### src/rtl/npc_pkg.sv
package npc_pkg;

    localparam int XLEN   = 32;
    localparam int OP_W   = 6;
    localparam int FMT_W  = 5;
    localparam int FN_W   = 6;
    localparam int IMM_W  = 16;
    localparam int IDX_W  = 26;

    localparam logic [OP_W-1:0]  OPC_SPECIAL = 6'h00;
    localparam logic [OP_W-1:0]  OPC_JUMP    = 6'h02;
    localparam logic [OP_W-1:0]  OPC_CALL    = 6'h03;
    localparam logic [OP_W-1:0]  OPC_BR_EQ   = 6'h04;
    localparam logic [OP_W-1:0]  OPC_BR_NE   = 6'h05;
    localparam logic [OP_W-1:0]  OPC_FPU     = 6'h11;
    localparam logic [FN_W-1:0]  FN_JREG     = 6'h08;
    localparam logic [FMT_W-1:0] FMT_FLAGBR  = 5'h08;

    typedef enum logic [1:0] {
        NPC_SEQ = 2'd0,
        NPC_REL = 2'd1,
        NPC_ABS = 2'd2,
        NPC_IND = 2'd3
    } npc_sel_e;

    typedef struct packed {
        logic [XLEN-1:0] pc;
    } npc_state_t;

endpackage

### src/rtl/npc_decode.sv
module npc_decode
    import npc_pkg::*;
(
    input  logic [OP_W-1:0]  opcode_i,
    input  logic [FMT_W-1:0] fmt_i,
    input  logic [FN_W-1:0]  funct_i,
    input  logic             tf_bit_i,
    input  logic             regs_equal_i,
    input  logic             fp_cond_i,
    output npc_sel_e         sel_o
);

    logic flag_hit;

    always_comb begin
        flag_hit = (fmt_i == FMT_FLAGBR) && (tf_bit_i == fp_cond_i);
        sel_o    = NPC_SEQ;
        unique case (opcode_i)
            OPC_JUMP,
            OPC_CALL:    sel_o = NPC_ABS;
            OPC_BR_EQ:   sel_o = regs_equal_i  ? NPC_REL : NPC_SEQ;
            OPC_BR_NE:   sel_o = !regs_equal_i ? NPC_REL : NPC_SEQ;
            OPC_SPECIAL: sel_o = (funct_i == FN_JREG) ? NPC_IND : NPC_SEQ;
            OPC_FPU:     sel_o = flag_hit ? NPC_REL : NPC_SEQ;
            default:     sel_o = NPC_SEQ;
        endcase
    end

endmodule

### src/rtl/npc_target.sv
module npc_target
    import npc_pkg::*;
#(
    parameter int W = XLEN
) (
    input  logic [W-1:0]     pc_i,
    input  logic [IMM_W-1:0] imm_i,
    input  logic [IDX_W-1:0] idx_i,
    input  logic [W-1:0]     rs_value_i,
    input  npc_sel_e         sel_i,
    output logic [W-1:0]     pc_plus4_o,
    output logic [W-1:0]     pc_plus8_o,
    output logic [W-1:0]     target_o
);

    localparam int EXT_W  = W - IMM_W - 2;
    localparam int KEEP_W = W - IDX_W - 2;

    logic [W-1:0] rel_ofs;
    logic [W-1:0] rel_tgt;
    logic [W-1:0] abs_tgt;

    always_comb begin
        pc_plus4_o = pc_i + W'(4);
        pc_plus8_o = pc_i + W'(8);
        rel_ofs    = {{EXT_W{imm_i[IMM_W-1]}}, imm_i, 2'b00};
        rel_tgt    = pc_plus4_o + rel_ofs;
        abs_tgt    = {pc_plus4_o[W-1 -: KEEP_W], idx_i, 2'b00};
        unique case (sel_i)
            NPC_REL: target_o = rel_tgt;
            NPC_ABS: target_o = abs_tgt;
            NPC_IND: target_o = rs_value_i;
            default: target_o = pc_plus4_o;
        endcase
    end

endmodule

### src/rtl/npc_unit.sv
module npc_unit
    import npc_pkg::*;
#(
    parameter logic [XLEN-1:0] RESET_VEC = 32'h0040_0000
) (
    input  logic            clk_i,
    input  logic            rst_i,
    input  logic            stall_i,
    input  logic [XLEN-1:0] instr_i,
    input  logic            regs_equal_i,
    input  logic            fp_cond_i,
    input  logic [XLEN-1:0] rs_value_i,
    output logic [XLEN-1:0] pc_o,
    output logic [XLEN-1:0] pc_plus4_o,
    output logic [XLEN-1:0] link_o
);

    localparam int OP_LO  = XLEN - OP_W;
    localparam int FMT_LO = OP_LO - FMT_W;
    localparam int TF_POS = 16;

    npc_state_t      st_d, st_q;
    npc_sel_e        sel;
    logic [XLEN-1:0] target;

    npc_decode u_decode (
        .opcode_i     (instr_i[XLEN-1:OP_LO]),
        .fmt_i        (instr_i[OP_LO-1:FMT_LO]),
        .funct_i      (instr_i[FN_W-1:0]),
        .tf_bit_i     (instr_i[TF_POS]),
        .regs_equal_i (regs_equal_i),
        .fp_cond_i    (fp_cond_i),
        .sel_o        (sel)
    );

    npc_target #(.W(XLEN)) u_target (
        .pc_i       (st_q.pc),
        .imm_i      (instr_i[IMM_W-1:0]),
        .idx_i      (instr_i[IDX_W-1:0]),
        .rs_value_i (rs_value_i),
        .sel_i      (sel),
        .pc_plus4_o (pc_plus4_o),
        .pc_plus8_o (link_o),
        .target_o   (target)
    );

    always_comb begin
        st_d = st_q;
        if (!stall_i) begin
            st_d.pc = target;
        end
    end

    always_ff @(posedge clk_i) begin
        if (rst_i) begin
            st_q.pc <= RESET_VEC;
        end else begin
            st_q <= st_d;
        end
    end

    assign pc_o = st_q.pc;

    AST_RESET_LOADS: assert property (@(posedge clk_i) rst_i |=> pc_o == RESET_VEC);
    AST_STALL_HOLDS: assert property (@(posedge clk_i) disable iff (rst_i)
        stall_i |=> pc_o == $past(pc_o));
    AST_SEQ_STEP: assert property (@(posedge clk_i) disable iff (rst_i)
        (!stall_i && sel == NPC_SEQ) |=> pc_o == $past(pc_o) + 32'd4);
    AST_BEQ_FALLS: assert property (@(posedge clk_i) disable iff (rst_i)
        (!stall_i && instr_i[XLEN-1:OP_LO] == OPC_BR_EQ && !regs_equal_i)
        |=> pc_o == $past(pc_o) + 32'd4);
    AST_BNE_FALLS: assert property (@(posedge clk_i) disable iff (rst_i)
        (!stall_i && instr_i[XLEN-1:OP_LO] == OPC_BR_NE && regs_equal_i)
        |=> pc_o == $past(pc_o) + 32'd4);
    AST_ABS_REGION: assert property (@(posedge clk_i) disable iff (rst_i)
        (!stall_i && sel == NPC_ABS)
        |=> (pc_o[XLEN-1 -: 4] == $past(pc_plus4_o[XLEN-1 -: 4])) && (pc_o[1:0] == 2'b00));
    AST_LINK_AHEAD: assert property (@(posedge clk_i) disable iff (rst_i)
        1'b1 |-> link_o - pc_o == 32'd8);
    AST_IND_LOAD: assert property (@(posedge clk_i) disable iff (rst_i)
        (!stall_i && sel == NPC_IND) |=> pc_o == $past(rs_value_i));

endmodule

### config.mk
export PLATFORM = sky130hd
export DESIGN_NAME = npc_unit
export DESIGN_NICKNAME = d
export VERILOG_FILES = /design/src/rtl/npc_pkg.sv /design/src/rtl/npc_decode.sv /design/src/rtl/npc_target.sv /design/src/rtl/npc_unit.sv
export SDC_FILE = /design/constraint.sdc
export NUM_CORES = 1
export LEC_CHECK = 0
export CORE_ASPECT_RATIO = 1.25
export CORE_MARGIN = 2
export CORE_UTILIZATION = 42
export CTS_BUF_LIST = sky130_fd_sc_hd__clkbuf_16
export CTS_CLUSTER_SIZE = 25
export DETAILED_ROUTE_END_ITERATION = 10
export PLACE_DENSITY_LB_ADDON = 0.3
export SYNTH_ARGS = -nofsm -noshare
export SYNTH_HDL_FRONTEND = slang
export SYNTH_SLANG_ARGS = --single-unit
### constraint.sdc
create_clock -name clk_i -period 3.68 [get_ports clk_i]
set_clock_uncertainty 0.05 [all_clocks]
set_input_delay 0.92 -clock clk_i [delete_from_list [all_inputs] [get_ports clk_i]]
set_output_delay 0.92 -clock clk_i [all_outputs]
set_load 0.1 [all_outputs]
==> metrics <==
NetSw 0.0009366 W; Cell Area, Synth 4534 um^2; Slowest cell on crit path dfxtp_4; CP Capture Type primary output; vias in the first global route 6006; Commonest cells post-synth 68 x nor2_1, 61 x nand2_1, 59 x xnor2_1; Top Ports 165; drt total wl 21380 um; htree depth 2; Vias per Instance 6.059; FILL cells 710; part of the Yosys area used for sequential elements 0.1413; worst setup margin -0.004213 ns; failing checks negative setup slack; crit path cell chain buf_8, clkinvlp_4, nor3_4, buf_4, nand4_1, buf_4, or2_4, xnor2_4, buf_4, buf_12; Worst R2R Start pc_o[2]; number of synthesized flops with an enable pin 0; fmax 0.2714 GHz; Largest register FFs 32; WHS Endpoint pc_o[1]; total grt overflow 0; Avg WL per Cell 20.64 um; TritonRoute pass-1 iters 5; CP Data Arrival Time 2.71 ns; HP Class register to register; complex-gate fraction of the synthesized area 0.2828; Mean Syn Cell Area 6.965 um^2; final total power 0.001964 W; Sw Share 0.4769; Syn Nets 753; hold path depth 2; clk_lat worst skew 0.29 ns; Pins Over Slew Limit 0; Die Width 96.94 um; P&R area growth vs syn 84.99%; largest net degree at the start of global routing 57; Synth Area in Simple Gates 0.2511; status finished, violations left; initial core utilization 0.4293; chip height 120.2 um; gp weighted congestion 0.9908; Syn Inst Count 651; internal reg-to-reg setup slack 0.02 ns; critical path's largest stage delay 0.37 ns; Placement Cell Area 7855 um^2; Seq cells post-synth 32; crit path max fanout 12; Top cell by count, worst path buf_4; # rows 42; CTS Buf Count 5; Synth area leaders dfxtp_1 14%, xnor2_1 11%, ha_1 8.8%; RR Endpoint pc_o[19]; Int Power 0.001027 W; Yosys top cell by area dfxtp_1; hold path start pc_o[1]; die area 11650 um^2; Residual DRC 0; Max Cap Violations 0; ys async rst share 0; most common cell in the netlist nor2_1; Synth Area in XOR/XNOR 0.1545; # diodes 0; critical path buffer and inverter count 6; clock sinks 32; Core Footprint 10560 um^2; DRT iter0 DRCs 367; setup_tns -0.004213 ns; IO buf count 164; Longest Clk Path Bufs 2; Min Clock Period, post-route 3.684 ns; leakage 3.738 nW; sequential power share 0.198; top cell type's share of synthesized area 0.1413; DPL Wire Length 16160 um; Logic pwr share 0.586; R2R depth 15; crit path launch type register; final hold vios 0; total global-route track usage 0.3357; power per cell area 234.1 nW/um^2; first-pass GRT wire length 31240 um; Synth Area in Adders 0.09272; crit share post-route 1.001; hold-fix buffer count after cts 0; mux contribution to synthesized area 0.004691; initial antenna violation count 0; type of the worst setup path register to primary output; layout cell share with drive strength beyond 1 0.4049; largest family of logic cells by synthesized area compound AO/OA/AOI/OAI gates; vias 6277; clock transition at the registers of the reported paths 0.06 ns; Routed Antenna Nets 0; design area 8388 um^2; max_slew headroom 0.4662; ys flop type dfxtp_1; Clk pwr share 0.216; CP required 2.71 ns; CTS tree yes; Netlist cell types 64; CTS root buffer clkbuf_16; Final Setup Violations 1; Slew @ Worst Pin 0.7978 ns; fin nets 1005; worst vdd ir 0.0001711 V; delay-heaviest family, CP buffers and inverters; Synth Warn # 0; RSZ-0062 raised after global routing true
-- worst max path at each step --
stage | slack [ns] | depth (start not counted) | start | endpoint
6_report | -0.004 | 10 | pc_o[2] | pc_plus4_o[27]
5_1_grt | -0.10 | 15 | pc_o[3] | pc_o[19]
4_1_cts | 0.04 | 16 | pc_o[3] | pc_o[22]
3_5_place_dp | -0.35 | 11 | instr_i[7] | pc_o[29]
3_3_place_gp | -0.30 | 12 | instr_i[1] | pc_o[29]
2_1_floorplan | -0.57 | 17 | pc_o[2] | pc_o[26]
-- power by group through the flow --
stage	clock network [W]	logic, W	registers, W
after detailed placement	0	0.00108	0.000397
after global routing	0.000435	0.00120	0.000390
after CTS	0.000424	0.00109	0.000390
final	0.000425	0.00115	0.000388
after global placement	0	0.00107	0.000396
after floorplan	0	0.000614	0.000513
-- cell families after synthesis --
family,after synthesis
adder cells (fa/ha/maj),33
XOR/XNOR,80
AND/OR/NAND/NOR,238
AO/OA/AOI/OAI,187
flip-flops,32
multiplexers,2
buffers and inverters,79
-- metal layers --
metal / wire length (um) / vias up / global-route usage
li1: - / 2857 / -
met1: 8028 / 2983 / 0.3886
met2: 10800 / 351 / 0.6107
met3: 1417 / 86 / 0.04566
met4: 1135 / 0 / 0.1558
met5: 0 / - / 0
-- cell usage in the layout, fill, tap and decap left out, types with 6 or more instances in the layout --
master	Yosys	routed
and3_1	11	9
nand3_1	30	22
a211oi_1	6	6
o21ai_0	26	21
o21ai_1	5	8
a31oi_1	11	11
nand2_1	61	56
inv_1	34	34
a21o_1	21	21
buf_12	0	25
nand2b_1	6	6
nor3_1	16	13
ha_4	0	12
clkdlybuf4s50_1	0	65
xnor2_4	0	18
xnor2_1	59	24
a221oi_1	27	25
dfxtp_4	0	18
xor2_1	21	13
ha_1	32	19
xnor2_2	0	17
nand4_1	10	10
nor2_1	68	60
buf_4	5	194
dfxtp_1	32	10
a21oi_1	48	43
-- final cells by class --
class | instances | area, um^2 | share of cell area
multi-input combinational | 540 | 4567 | 0.5445
timing repair buffer | 290 | 2675 | 0.3189
sequential | 32 | 713.2 | 0.08502
tap | 132 | 165.2 | 0.01969
inverter | 34 | 131.4 | 0.01566
clock buffer | 5 | 125.1 | 0.01492
clock inverter | 3 | 11.26 | 0.001342
-- through the flow --
step	util	setup slack, ns	instances	hold slack [ns]
final	0.7941	-0.004213	1036	0.4683
after global routing	0.7941	-0.1022	1036	0.4871
after global placement	0.7437	-0.2959	1006	0.4423
after detailed placement	0.7437	-0.3459	1006	0.4603
after floorplan	-	-0.5664	651	0.5960
after CTS	0.7589	0.03622	1014	0.4683
-- timing repair --
item,in CTS,in global routing
pin swaps,3,44
hold endpoints to repair,0,0
resized for setup,5,43
buffers inserted,0,22
setup endpoints to repair,12,16
-- tightest hold or removal path, delay by kind of cell (launching register included) --
family          cells  cell delay [ns]
flops               1             0.33
compound gates      2             0.14
(Power assumes the default switching activity.)
